<file path="config.mk">
export PLATFORM = sky130hd
export DESIGN_NAME = pinfunc_ctrl
export DESIGN_NICKNAME = d
export VERILOG_FILES = /design/src/rtl/pinfunc_pkg.sv /design/src/rtl/pinfunc_decode.sv /design/src/rtl/pinfunc_guard.sv /design/src/rtl/pinfunc_regs.sv /design/src/rtl/pinfunc_pinout.sv /design/src/rtl/pinfunc_ctrl.sv
export SDC_FILE = /design/constraint.sdc
export NUM_CORES = 1
export LEC_CHECK = 0
export BUFFER_PORTS_ARGS = -buffer_cell sky130_fd_sc_hd__buf_2
export CAP_MARGIN = 0
export CELL_PAD_IN_SITES_DETAIL_PLACEMENT = 0
export CELL_PAD_IN_SITES_GLOBAL_PLACEMENT = 1
export CORE_AREA = 3 3 325 327
export CTS_BUF_LIST = sky130_fd_sc_hd__clkbuf_8
export CTS_CLUSTER_DIAMETER = 120
export DETAILED_ROUTE_END_ITERATION = 10
export DIE_AREA = 0 0 328 330
export GPL_TIMING_DRIVEN = 0
export PLACE_DENSITY_LB_ADDON = 0.1
export SYNTH_ARGS = -nofsm -noshare
export SYNTH_HDL_FRONTEND = slang
export SYNTH_SLANG_ARGS = --single-unit
</file>
<file path="constraint.sdc">
create_clock -name clk_i -period 2.7 [get_ports clk_i]
set_input_delay 0.405 -clock clk_i [delete_from_list [all_inputs] [get_ports clk_i]]
set_output_delay 0.405 -clock clk_i [all_outputs]
set_load 0.01 [all_outputs]
</file>
<file path="src/rtl/pinfunc_pkg.sv">
package pinfunc_pkg;
  localparam int unsigned DATA_W   = 32;
  localparam int unsigned ADDR_W   = 12;
  localparam int unsigned FUNC_W   = 4;
  localparam int unsigned MA_W     = 5;
  localparam int unsigned IDX_W    = 8;

  // word addresses (byte offset >> 2)
  localparam logic [9:0] WA_PROT = 10'h000;
  localparam logic [9:0] WA_ERR  = 10'h001;
  localparam logic [9:0] WA_SEL  = 10'h040;
  localparam logic [9:0] WA_FUNC = 10'h080;
  localparam logic [9:0] WA_DRV  = 10'h0C0;
  localparam logic [9:0] WA_PEN  = 10'h100;
  localparam logic [9:0] WA_PDIR = 10'h110;

  typedef enum logic [2:0] {
    RG_NONE, RG_PROT, RG_ERR, RG_SEL, RG_FUNC, RG_DRV, RG_PEN, RG_PDIR
  } reg_kind_e;

  typedef struct packed {
    reg_kind_e         kind;
    logic [IDX_W-1:0]  idx;
  } reg_hit_t;

  function automatic logic is_guarded(reg_kind_e k);
    return (k == RG_SEL) || (k == RG_FUNC) || (k == RG_DRV);
  endfunction
endpackage

</file>
<file path="src/rtl/pinfunc_decode.sv">
module pinfunc_decode
  import pinfunc_pkg::*;
#(
  parameter int unsigned N_BANK = 2,
  parameter int unsigned N_FUNC = 8,
  parameter int unsigned N_DRV  = 6
) (
  input  logic [ADDR_W-1:0] addr_i,
  output reg_hit_t          hit_o
);
  localparam logic [9:0] SEL_END  = WA_SEL  + 10'(N_BANK);
  localparam logic [9:0] FUNC_END = WA_FUNC + 10'(N_FUNC);
  localparam logic [9:0] DRV_END  = WA_DRV  + 10'(N_DRV);
  localparam logic [9:0] PEN_END  = WA_PEN  + 10'(N_BANK);
  localparam logic [9:0] PDIR_END = WA_PDIR + 10'(N_BANK);

  logic [9:0] wa;
  logic [9:0] off;

  assign wa = addr_i[ADDR_W-1:2];

  always_comb begin
    hit_o.kind = RG_NONE;
    off        = '0;
    if (wa == WA_PROT) begin
      hit_o.kind = RG_PROT;
    end else if (wa == WA_ERR) begin
      hit_o.kind = RG_ERR;
    end else if (wa >= WA_SEL && wa < SEL_END) begin
      hit_o.kind = RG_SEL;
      off        = wa - WA_SEL;
    end else if (wa >= WA_FUNC && wa < FUNC_END) begin
      hit_o.kind = RG_FUNC;
      off        = wa - WA_FUNC;
    end else if (wa >= WA_DRV && wa < DRV_END) begin
      hit_o.kind = RG_DRV;
      off        = wa - WA_DRV;
    end else if (wa >= WA_PEN && wa < PEN_END) begin
      hit_o.kind = RG_PEN;
      off        = wa - WA_PEN;
    end else if (wa >= WA_PDIR && wa < PDIR_END) begin
      hit_o.kind = RG_PDIR;
      off        = wa - WA_PDIR;
    end
    hit_o.idx = off[IDX_W-1:0];
  end
endmodule

</file>
<file path="src/rtl/pinfunc_guard.sv">
module pinfunc_guard
  import pinfunc_pkg::*;
(
  input  logic              clk_i,
  input  logic              rst_ni,
  input  logic              we_i,
  input  reg_kind_e         kind_i,
  input  logic [DATA_W-1:0] wdata_i,
  output logic              wr_ok_o,
  output logic              err_o
);
  logic              armed_q;
  logic [DATA_W-1:0] key_q;
  logic              err_q;
  logic              guarded_wr;
  logic              err_clr;

  assign guarded_wr = we_i && is_guarded(kind_i);
  assign wr_ok_o    = guarded_wr && armed_q && (wdata_i == ~key_q);
  assign err_clr    = we_i && (kind_i == RG_ERR) && wdata_i[0];
  assign err_o      = err_q;

  always_ff @(posedge clk_i or negedge rst_ni) begin
    if (!rst_ni) begin
      armed_q <= 1'b0;
      key_q   <= '0;
    end else if (we_i) begin
      // every write re-evaluates the unlock; only a protection write arms it
      armed_q <= (kind_i == RG_PROT);
      if (kind_i == RG_PROT) key_q <= wdata_i;
    end
  end

  always_ff @(posedge clk_i or negedge rst_ni) begin
    if (!rst_ni)                     err_q <= 1'b0;
    else if (guarded_wr && !wr_ok_o) err_q <= 1'b1;
    else if (err_clr)                err_q <= 1'b0;
  end

  p_cancel_r4: assert property (@(posedge clk_i) disable iff (!rst_ni)
    (we_i && kind_i != RG_PROT) |=> !armed_q);

  p_read_keeps_arm_r4: assert property (@(posedge clk_i) disable iff (!rst_ni)
    !we_i |=> $stable(armed_q));

  p_err_sticky_r3: assert property (@(posedge clk_i) disable iff (!rst_ni)
    (err_q && !err_clr) |=> err_q);

  p_reject_flags_r3: assert property (@(posedge clk_i) disable iff (!rst_ni)
    (guarded_wr && !armed_q) |=> err_q);
endmodule

</file>
<file path="src/rtl/pinfunc_regs.sv">
module pinfunc_regs
  import pinfunc_pkg::*;
#(
  parameter int unsigned N_BANK = 2,
  parameter int unsigned N_FUNC = 8,
  parameter int unsigned N_DRV  = 6,
  parameter int unsigned N_DRV3 = 4
) (
  input  logic                       clk_i,
  input  logic                       rst_ni,
  input  logic                       we_i,
  input  logic                       re_i,
  input  reg_hit_t                   hit_i,
  input  logic [DATA_W-1:0]          wdata_i,
  input  logic                       wr_ok_i,
  input  logic                       err_i,
  output logic [DATA_W-1:0]          rdata_o,
  output logic [N_BANK*DATA_W-1:0]   sel_o,
  output logic [N_FUNC*DATA_W-1:0]   func_o,
  output logic [N_DRV*DATA_W-1:0]    drv_o,
  output logic [N_BANK*DATA_W-1:0]   pen_o,
  output logic [N_BANK*DATA_W-1:0]   pdir_o
);
  localparam int unsigned BW = (N_BANK > 1) ? $clog2(N_BANK) : 1;
  localparam int unsigned FW = (N_FUNC > 1) ? $clog2(N_FUNC) : 1;
  localparam int unsigned DW = (N_DRV  > 1) ? $clog2(N_DRV)  : 1;
  localparam logic [DATA_W-1:0] MASK3 = 32'h00FF_FFFF;
  localparam logic [DATA_W-1:0] MASK2 = 32'hFFFF_FFFF;

  logic [DATA_W-1:0] sel_q  [N_BANK];
  logic [DATA_W-1:0] func_q [N_FUNC];
  logic [DATA_W-1:0] drv_q  [N_DRV];
  logic [DATA_W-1:0] pen_q  [N_BANK];
  logic [DATA_W-1:0] pdir_q [N_BANK];
  logic [DATA_W-1:0] rd_mux;
  logic [BW-1:0]     bi;
  logic [FW-1:0]     fi;
  logic [DW-1:0]     di;

  assign bi = hit_i.idx[BW-1:0];
  assign fi = hit_i.idx[FW-1:0];
  assign di = hit_i.idx[DW-1:0];

  function automatic logic [DATA_W-1:0] drv_mask(logic [DW-1:0] k);
    return (32'(k) < N_DRV3) ? MASK3 : MASK2;
  endfunction

  always_ff @(posedge clk_i or negedge rst_ni) begin
    if (!rst_ni) begin
      for (int i = 0; i < N_BANK; i++) begin
        sel_q[i]  <= '0;
        pen_q[i]  <= '0;
        pdir_q[i] <= '0;
      end
      for (int i = 0; i < N_FUNC; i++) func_q[i] <= '0;
      for (int i = 0; i < N_DRV;  i++) drv_q[i]  <= '0;
    end else if (we_i) begin
      unique case (hit_i.kind)
        RG_SEL:  if (wr_ok_i) sel_q[bi]  <= wdata_i;
        RG_FUNC: if (wr_ok_i) func_q[fi] <= wdata_i;
        RG_DRV:  if (wr_ok_i) drv_q[di]  <= wdata_i & drv_mask(di);
        RG_PEN:  pen_q[bi]  <= wdata_i;
        RG_PDIR: pdir_q[bi] <= wdata_i;
        default: ;
      endcase
    end
  end

  always_comb begin
    unique case (hit_i.kind)
      RG_ERR:  rd_mux = {{(DATA_W-1){1'b0}}, err_i};
      RG_SEL:  rd_mux = sel_q[bi];
      RG_FUNC: rd_mux = func_q[fi];
      RG_DRV:  rd_mux = drv_q[di];
      RG_PEN:  rd_mux = pen_q[bi];
      RG_PDIR: rd_mux = pdir_q[bi];
      default: rd_mux = '0;
    endcase
  end

  always_ff @(posedge clk_i or negedge rst_ni) begin
    if (!rst_ni)   rdata_o <= '0;
    else if (re_i) rdata_o <= rd_mux;
  end

  for (genvar b = 0; b < N_BANK; b++) begin : g_bank
    assign sel_o [b*DATA_W +: DATA_W] = sel_q[b];
    assign pen_o [b*DATA_W +: DATA_W] = pen_q[b];
    assign pdir_o[b*DATA_W +: DATA_W] = pdir_q[b];
  end
  for (genvar k = 0; k < N_FUNC; k++) begin : g_func
    assign func_o[k*DATA_W +: DATA_W] = func_q[k];
  end
  for (genvar k = 0; k < N_DRV; k++) begin : g_drv
    assign drv_o[k*DATA_W +: DATA_W] = drv_q[k];
  end

  p_sel_guarded_r2: assert property (@(posedge clk_i) disable iff (!rst_ni)
    (sel_o != $past(sel_o)) |-> $past(wr_ok_i));

  p_func_guarded_r2: assert property (@(posedge clk_i) disable iff (!rst_ni)
    (func_o != $past(func_o)) |-> $past(wr_ok_i));

  p_pull_free_r8: assert property (@(posedge clk_i) disable iff (!rst_ni)
    (we_i && hit_i.kind == RG_PEN && hit_i.idx == '0) |=> pen_q[0] == $past(wdata_i));

  p_unmapped_zero_r9: assert property (@(posedge clk_i) disable iff (!rst_ni)
    (re_i && (hit_i.kind == RG_NONE || hit_i.kind == RG_PROT)) |=> rdata_o == '0);
endmodule

</file>
<file path="src/rtl/pinfunc_pinout.sv">
module pinfunc_pinout
  import pinfunc_pkg::*;
#(
  parameter int unsigned N_BANK  = 2,
  parameter int unsigned N_FUNC  = 8,
  parameter int unsigned N_DRV   = 6,
  parameter int unsigned N_DRV3B = 1,
  parameter int unsigned FULL_MA = 24
) (
  input  logic                       clk_i,
  input  logic                       rst_ni,
  input  logic [N_BANK*DATA_W-1:0]   sel_i,
  input  logic [N_FUNC*DATA_W-1:0]   func_i,
  input  logic [N_DRV*DATA_W-1:0]    drv_i,
  input  logic [N_BANK*DATA_W-1:0]   pen_i,
  input  logic [N_BANK*DATA_W-1:0]   pdir_i,
  output logic [N_BANK*32-1:0]       periph_sel_o,
  output logic [N_BANK*32*FUNC_W-1:0] func_o,
  output logic [N_BANK*32*MA_W-1:0]  drive_ma_o,
  output logic [N_BANK*32-1:0]       pull_up_o,
  output logic [N_BANK*32-1:0]       pull_dn_o
);
  localparam int unsigned N_PIN  = N_BANK * 32;
  localparam int unsigned P3_END = N_DRV3B * 32;
  localparam int unsigned W3_CNT = N_DRV3B * 4;
  localparam int unsigned STEP3  = FULL_MA / 8;
  localparam int unsigned STEP2  = FULL_MA / 4;

  // select and function fields line up one-to-one with pin order
  assign periph_sel_o = sel_i;
  assign func_o       = func_i[N_PIN*FUNC_W-1:0];
  assign pull_up_o    = pen_i & pdir_i;
  assign pull_dn_o    = pen_i & ~pdir_i;

  for (genvar p = 0; p < N_PIN; p++) begin : g_pin
    logic [MA_W-1:0] ma;
    if (p < P3_END) begin : g_w3
      localparam int unsigned LSB = (p / 8) * DATA_W + (p % 8) * 3;
      logic [2:0] code;
      assign code = drv_i[LSB +: 3];
      assign ma   = MA_W'((32'(code) + 1) * STEP3);
    end else begin : g_w2
      localparam int unsigned Q   = p - P3_END;
      localparam int unsigned LSB = (W3_CNT + Q / 16) * DATA_W + (Q % 16) * 2;
      logic [1:0] code;
      assign code = drv_i[LSB +: 2];
      assign ma   = MA_W'((32'(code) + 1) * STEP2);
    end
    assign drive_ma_o[p*MA_W +: MA_W] = ma;

    p_drive_range_r7: assert property (@(posedge clk_i) disable iff (!rst_ni)
      (ma != '0) && (32'(ma) <= FULL_MA));
  end
endmodule

</file>
<file path="src/rtl/pinfunc_ctrl.sv">
module pinfunc_ctrl
  import pinfunc_pkg::*;
#(
  parameter int unsigned N_BANK  = 2,
  parameter int unsigned N_DRV3B = 1,
  parameter int unsigned FULL_MA = 24
) (
  input  logic                         clk_i,
  input  logic                         rst_ni,
  input  logic [ADDR_W-1:0]            addr_i,
  input  logic [DATA_W-1:0]            wdata_i,
  input  logic                         we_i,
  input  logic                         re_i,
  output logic [DATA_W-1:0]            rdata_o,
  output logic [N_BANK*32-1:0]         periph_sel_o,
  output logic [N_BANK*32*FUNC_W-1:0]  func_o,
  output logic [N_BANK*32*MA_W-1:0]    drive_ma_o,
  output logic [N_BANK*32-1:0]         pull_up_o,
  output logic [N_BANK*32-1:0]         pull_dn_o
);
  localparam int unsigned N_FUNC = N_BANK * 32 * FUNC_W / DATA_W;
  localparam int unsigned N_DRV3 = N_DRV3B * 4;
  localparam int unsigned N_DRV  = N_DRV3 + (N_BANK - N_DRV3B) * 2;

  reg_hit_t                 hit;
  logic                     wr_ok;
  logic                     err;
  logic [N_BANK*DATA_W-1:0] sel_w, pen_w, pdir_w;
  logic [N_FUNC*DATA_W-1:0] func_w;
  logic [N_DRV*DATA_W-1:0]  drv_w;

  pinfunc_decode #(.N_BANK(N_BANK), .N_FUNC(N_FUNC), .N_DRV(N_DRV)) u_decode (
    .addr_i (addr_i),
    .hit_o  (hit)
  );

  pinfunc_guard u_guard (
    .clk_i   (clk_i),
    .rst_ni  (rst_ni),
    .we_i    (we_i),
    .kind_i  (hit.kind),
    .wdata_i (wdata_i),
    .wr_ok_o (wr_ok),
    .err_o   (err)
  );

  pinfunc_regs #(
    .N_BANK(N_BANK), .N_FUNC(N_FUNC), .N_DRV(N_DRV), .N_DRV3(N_DRV3)
  ) u_regs (
    .clk_i   (clk_i),
    .rst_ni  (rst_ni),
    .we_i    (we_i),
    .re_i    (re_i),
    .hit_i   (hit),
    .wdata_i (wdata_i),
    .wr_ok_i (wr_ok),
    .err_i   (err),
    .rdata_o (rdata_o),
    .sel_o   (sel_w),
    .func_o  (func_w),
    .drv_o   (drv_w),
    .pen_o   (pen_w),
    .pdir_o  (pdir_w)
  );

  pinfunc_pinout #(
    .N_BANK(N_BANK), .N_FUNC(N_FUNC), .N_DRV(N_DRV),
    .N_DRV3B(N_DRV3B), .FULL_MA(FULL_MA)
  ) u_pinout (
    .clk_i        (clk_i),
    .rst_ni       (rst_ni),
    .sel_i        (sel_w),
    .func_i       (func_w),
    .drv_i        (drv_w),
    .pen_i        (pen_w),
    .pdir_i       (pdir_w),
    .periph_sel_o (periph_sel_o),
    .func_o       (func_o),
    .drive_ma_o   (drive_ma_o),
    .pull_up_o    (pull_up_o),
    .pull_dn_o    (pull_dn_o)
  );
endmodule

</file>
Word level (Yosys, flattened, before mapping)
Index checks and enable logic that the tools add are counted.
{"block": "classes", "add_sub_neg": 69, "n_shift": 0, "eq_ne": 9, "mul": 64, "div_mod_pow": 0, "bitwise_logic": 7, "reduce_logical": 24, "mux": 42, "order_cmp": 15}
{"op": "multiplier 32 x 2 -> 4 bit (second input constant)", "count": 32}
{"op": "multiplier 32 x 2 -> 5 bit (second input constant)", "count": 32}
{"op": "2-to-1 mux 32 bit", "count": 16}
{"op": "bitwise mux 256 bit", "count": 1}
{"op": "binary-select mux 32 bit (select 3 bit)", "count": 2}
{"op": "bitwise mux 192 bit", "count": 1}
{"op": "bitwise mux 64 bit", "count": 3}
{"op": "case mux 32 bit (6 select lines)", "count": 1}
{"op": "adder 3 x 1 -> 4 bit (second input constant)", "count": 32}
{"op": "AND 64 bit", "count": 2}
{"op": "adder 2 x 1 -> 3 bit (second input constant)", "count": 32}
{"op": "demux 32 bit (select 3 bit)", "count": 1}
{"op": "NOT 64 bit", "count": 1}
{"op": "2-to-1 mux 3 bit", "count": 14}
{"op": "AND 32 bit", "count": 1}
{"op": "demux 32 bit (select 1 bit)", "count": 1}
{"op": "equality test 32 bit", "count": 1}
{"op": "NOT 32 bit", "count": 1}
{"op": "greater-or-equal comparator 10 x 8 -> 1 bit (second input constant)", "count": 2}
{"op": "greater-or-equal comparator 10 x 9 -> 1 bit (second input constant)", "count": 2}
{"op": "< comparator 10 x 8 -> 1 bit (second input constant)", "count": 2}
{"op": "< comparator 10 x 9 -> 1 bit (second input constant)", "count": 2}
{"op": "subtractor 3 x 1 -> 3 bit (second input constant)", "count": 5}
{"op": "logical AND 1 bit", "count": 13}
{"op": "other kinds (20)", "count": 30}
{"block": "word_totals", "romBits": 0, "out_inout_bits": 800, "mem_bits_rw": 0, "latchBits": 0, "memories": 0, "reg_bits": 706}

Depth between registers and ports, before layout
{"block": "logic_depth", "depth_word": 18, "depth_mapped": 12, "depth_no_buf": 8}

Cells and area by module
Synthesis repeated with hierarchy kept, for this count alone.
{"block": "hier_totals", "hier_cells": 3765, "hier_area_um2": 42876.1}
{"module": "pinfunc_regs", "cells_per_inst": 2285, "seq_area_each_um2": 16816.1, "n_inst": 1, "area_per_inst_um2": 30392.9}
{"module": "pinfunc_pinout", "cells_per_inst": 1284, "seq_area_each_um2": 0.0, "n_inst": 1, "area_per_inst_um2": 10223.6}
{"module": "pinfunc_guard", "cells_per_inst": 123, "seq_area_each_um2": 850.8, "n_inst": 1, "area_per_inst_um2": 1672.9}
{"module": "pinfunc_decode", "cells_per_inst": 73, "seq_area_each_um2": 0.0, "n_inst": 1, "area_per_inst_um2": 586.8}

Worst setup path after synthesis
No wires, ideal clock.
{"block": "synth_path", "path_kind": "input to register", "from": "in addr_i[6]", "to": "reg u_regs.func_q, in the netlist u_regs.func_o[219]", "required_time_ns": 2.572, "cell_stages": 9, "arrival_ns": 2.763, "slack_ns": -0.190, "path_buffers": 4, "path_cell_list": "buf_2 -> or3b_2 -> clkbuf_1 -> nor3_1 -> nand3_1 -> or3_1 -> clkbuf_1 -> buf_2 -> mux2_1"}
{"block": "synth_via", "elab_chain_len": 16, "word_cells_on_any_way": 47, "cone_classes": "order compare: 12; eq/ne: 4; mux: 17; bitwise: 1; reduce/logical: 13"}
{"element": "start: declaration", "line": "pinfunc_ctrl.sv:10", "text": "input logic [ADDR_W-1:0] addr_i,"}
{"element": "parallel branches: the longest is 16 deep, another holds greater-or-equal comparator 10 x 9 -> 1 bit"}
{"element": "end signal: indexed assignment", "line": "pinfunc_regs.sv:60", "text": "RG_FUNC: if (wr_ok_i) func_q[fi] <= wdata_i;"}
{"element": "end: declaration", "line": "pinfunc_regs.sv:31", "text": "logic [DATA_W-1:0] func_q [N_FUNC];"}
Parallel ways; which one is timed is not known.
A chain may end at the register's enable or synchronous reset.

Worst setup path after layout
{"block": "layout_path", "from": "reg u_guard.key_q[21]", "to": "reg u_regs.func_q, in the netlist u_regs.func_o[142]"}
{"block": "layout_via", "elab_chain_len": 4}
{"element": "start: declaration", "line": "pinfunc_guard.sv:13", "text": "logic [DATA_W-1:0] key_q;"}
{"element": "start signal: assignment", "line": "pinfunc_guard.sv:30", "text": "if (kind_i == RG_PROT) key_q <= wdata_i;"}
{"element": "NOT 32 bit", "line": "pinfunc_guard.sv:19", "text": "assign wr_ok_o = guarded_wr && armed_q && (wdata_i == ~key_q);"}
{"element": "equality test 32 bit", "line": "pinfunc_guard.sv:19"}
{"element": "logical AND 1 bit", "line": "pinfunc_guard.sv:19"}
{"element": "AND reduction 3 bit (no source line)"}
No other way between the ends.

==> flow_metrics.env <==
export IMPL_fin_area_mm2=0.0565
export IMPL_layout_commonest_cell="buf_2"
export IMPL_ant_nets=0
export IMPL_fin_util_pct=54.8
export IMPL_grt_overflow=0
export IMPL_async_flop_share_pct=100
export IMPL_synth_top_flop_cell="dfrtp_1"
export IMPL_first_pass_iters=6
export IMPL_die_x_um=328
export IMPL_cts_sinks=706
export IMPL_p_sw_share_pct=26.4
export IMPL_fillers=9313
export IMPL_cp_arrival_ns=3.92
export IMPL_critical_path_class="reg -> reg"
export IMPL_die_area_mm2=0.108
export IMPL_rsz0062_at_grt="yes"
export IMPL_die_h_um=330
export IMPL_maxCapViolCount=1
export IMPL_synth_fa_ha_area_share_pct=8.34
export IMPL_clk_pin_slew_ns=0.06
export IMPL_fp_coreArea_mm2=0.103
export IMPL_critPathLaunchType="flip-flop"
export IMPL_vdd_ir_drop_max_uv=446
export IMPL_grt_use_total_pct=39.1
export IMPL_cts_max_level=4
export IMPL_layout_common_cells="buf_2 (813), dfrtp_1 (643), mux2_2 (371)"
export IMPL_worst_skew_pair_late_latency_ns=0.84
export IMPL_power_per_cell_area_mw_per_mm2=397
export IMPL_yosys_area_share_simple_pct=8.47
export IMPL_end_kind="flip-flop"
export IMPL_avgSynthCellArea_um2=11.5
export IMPL_min_period_over_period_pct=119
export IMPL_vias_per_cell=5.82
export IMPL_synth_xor_area_share_pct=5.11
export IMPL_drt_wl_total_um=225000
export IMPL_wl_per_cell_um=36.1
export IMPL_worst_pin_slew_ns=1.63
export IMPL_yosys_warnings=0
export IMPL_area_growth_pct=42.7
export IMPL_netlist_area_mm2=0.0396
export IMPL_grt_pass1_wl_um=289000
export IMPL_grt_pass1_vias=33993
export IMPL_cts_buffers=133
export IMPL_finClkSkew_ns=0.0268
export IMPL_combPwrFrac_pct=5.4
export IMPL_synth_area_top_cells="dfrtp_1 (45%), mux2_2 (17%), ha_1 (7.1%)"
export IMPL_path_buf_inv=3
export IMPL_synth_edff_count=0
export IMPL_critPathMaxStageDelay_ns=0.56
export IMPL_drc=0
export IMPL_setup_violations=630
export IMPL_synth_top_area_share_pct=44.6
export IMPL_power_frac_clock_pct=47.1
export IMPL_clk_path_buf_depth=3
export IMPL_synth_compound_area_share_pct=7.23
export IMPL_post_dp_cell_area_mm2=0.0460
export IMPL_synthMuxAreaShare_pct=21.1
export IMPL_start_util_pct=38.4
export IMPL_internal_power_mw=16.5
export IMPL_drt_iter0_drc=4173
export IMPL_nets=5032
export IMPL_place_congestion=0.938
export IMPL_antenna_found_initial=24
export IMPL_num_rows=118
export IMPL_path_max_fanout=6
export IMPL_yosysSeqAreaShare_pct=44.6
export IMPL_final_max_slew_viol_count=11
export IMPL_netlist_instances=3443
export IMPL_grt_max_degree=114
export IMPL_timing_slew_headroom_pct=-8.77
export IMPL_max_freq_mhz=311
export IMPL_slowest_stage="or4_4"
export IMPL_switchingPower_mw=5.92
export IMPL_synth_distinct_cells=75
export IMPL_dp_hpwl_um=157000
export IMPL_ys_ff_latch=706
export IMPL_leakage_nw=29.0
export IMPL_synth_top_area_cell="dfrtp_1"
export IMPL_tritoncts="built"
export IMPL_outcome="finished with violations"
export IMPL_holdWs_ns=0.0600
export IMPL_cp_cell_sequence="xnor2_1 -> nor3_2 -> nand3_1 -> nor4_4 -> buf_4 -> nand3b_4 -> or4_4 -> buf_12 -> buf_16 -> mux2_4"
export IMPL_hold_class="in -> async"
export IMPL_portBuffers=810
export IMPL_boundaryPins=848
export IMPL_violations="max-capacitance violations, max-slew violations, negative setup slack"
export IMPL_p_seq_share_pct=47.6
export IMPL_hold_viol_final=0
export IMPL_synth_top_family_by_area="multiplexers"
export IMPL_final_layout_size_suffix_gt1_share_pct=53.4
export IMPL_required_ns=3.41
export IMPL_final_setup_worst_slack_ns=-0.514
export IMPL_finalCriticalPeriod_ns=3.21
export IMPL_clock_root_buffer="clkbuf_8"
export IMPL_path_delay_family="simple AND/OR/NAND/NOR gates"
export IMPL_vias=36199
per-stage QoR:
| step | instances | setup TNS [ns] | setup WS, ns | power [mW] |
|---|---|---|---|---|
| floorplan | 3474 | -8.05 | -0.0806 | 11.2 |
| global placement | 5664 | - | -14.76 | 11.9 |
| detailed placement | 5677 | -962.18 | -2.55 | 11.9 |
| CTS | 6062 | -171.48 | -0.410 | 22.3 |
| global route | 6206 | -224.66 | -0.560 | 22.9 |
| finish | 6218 | -192.91 | -0.514 | 22.4 |
synthesized netlist by cell type, types with 33 or more instances:
library cell,number
mux2_2,605
and2_1,67
nor2b_1,98
or2_2,33
o22ai_1,43
o221ai_1,37
dfrtp_1,706
a21oi_1,76
xor2_1,84
a221oi_1,35
nor2_1,51
mux2i_1,101
xnor2_1,147
nand3_1,72
and3_1,34
ha_1,224
o21ai_0,39
clkbuf_1,126
buf_2,80
inv_1,218
nand2_1,203
path summary, 6_finish.rpt:
kind / from / end / slack, ns / cells past startpoint
min reg2reg: u_regs.rdata_o[29]$_DFFE_PN0P_ / u_regs.rdata_o[29]$_DFFE_PN0P_ / 0.49 / 2
min in group clk_i: we_i / u_regs.pen_o[33]$_DFFE_PN0P_ / 0.11 / 3
min: rst_ni / u_regs.drv_o[142]$_DFFE_PN0P_ / 0.06 / 2
max reg2reg: u_guard.key_q[21]$_DFFE_PN0P_ / u_regs.func_o[142]$_DFFE_PN0P_ / -0.51 / 10
max in group asynchronous: rst_ni / u_regs.drv_o[68]$_DFFE_PN0P_ / 0.38 / 6
max: u_guard.key_q[21]$_DFFE_PN0P_ / u_regs.func_o[142]$_DFFE_PN0P_ / -0.51 / 10
kinds of logic after synthesis:
| logic type | after synthesis |
|---|---|
| AO/OA/AOI/OAI | 395 |
| XOR/XNOR | 231 |
| adder cells (fa/ha/maj) | 249 |
| buffers and inverters | 474 |
| flip-flops | 706 |
| multiplexers | 743 |
| other | 1 |
| AND/OR/NAND/NOR | 644 |
flip-flops by register name, indices dropped and copies added, names as in the netlist:
name             count
u_guard.armed_q      1
u_regs.func_o      256
u_regs.pdir_o       64
u_regs.drv_o       192
u_regs.rdata_o      32
u_guard.err_o        1
u_regs.pen_o        64
u_guard.key_q       32
u_regs.sel_o        64
power groups by stage:
stage          clock [mW]  sequential (mW)  combinational [mW]
2_1_floorplan           0             10.8               0.354
3_3_place_gp            0             10.9                1.02
3_5_place_dp            0             10.9                1.06
4_1_cts              10.5             10.7                1.14
5_1_grt              11.0             10.7                1.24
6_report             10.6             10.7                1.20
metal layers:
metal  share of wire, %  vias up  wire length [um]  track usage (%)
li1                   -    14617                 -                -
met1                 38    18567             84500             48.6
met2                 44     2381             99900             60.3
met3                 11      620             25600             12.6
met4                6.4       14             14400             21.4
met5              0.042        -                94                0
cell type report:
cell class / instances / area, um^2 / share of cell area, %
plain buffers: 245 / 2230 / 3.94
repair buffers: 1137 / 7910 / 14.0
clock inverters: 56 / 283 / 0.500
diodes: 16 / 40.0 / 0.0708
inverters: 218 / 832 / 1.47
clock buffers: 166 / 2280 / 4.04
well taps: 1380 / 1730 / 3.05
flip-flops and latches: 706 / 17700 / 31.4
multi-input cells: 2294 / 23500 / 41.5
timing repair:
action / 4_1_cts / 5_1_grt
hold buffers: 31 / 0
cloned: 17 / 14
setup buffers: 118 / 138
gates resized for setup: 591 / 606
pin swaps: 36 / 221
hold endpoints to repair: 262 / 0
endpoints found under the setup margin: 789 / 760
worst register-to-register path, cell delays in order (launching register included):
cell and delay [ns]:
dfrtp_1 0.39, xnor2_1 0.26, nor3_2 0.44, nand3_1 0.22, nor4_4 0.28, buf_4 0.17, nand3b_4 0.10, or4_4 0.56
buf_12 0.18, buf_16 0.16, mux2_4 0.31
Power figures use the tool's default switching activity.
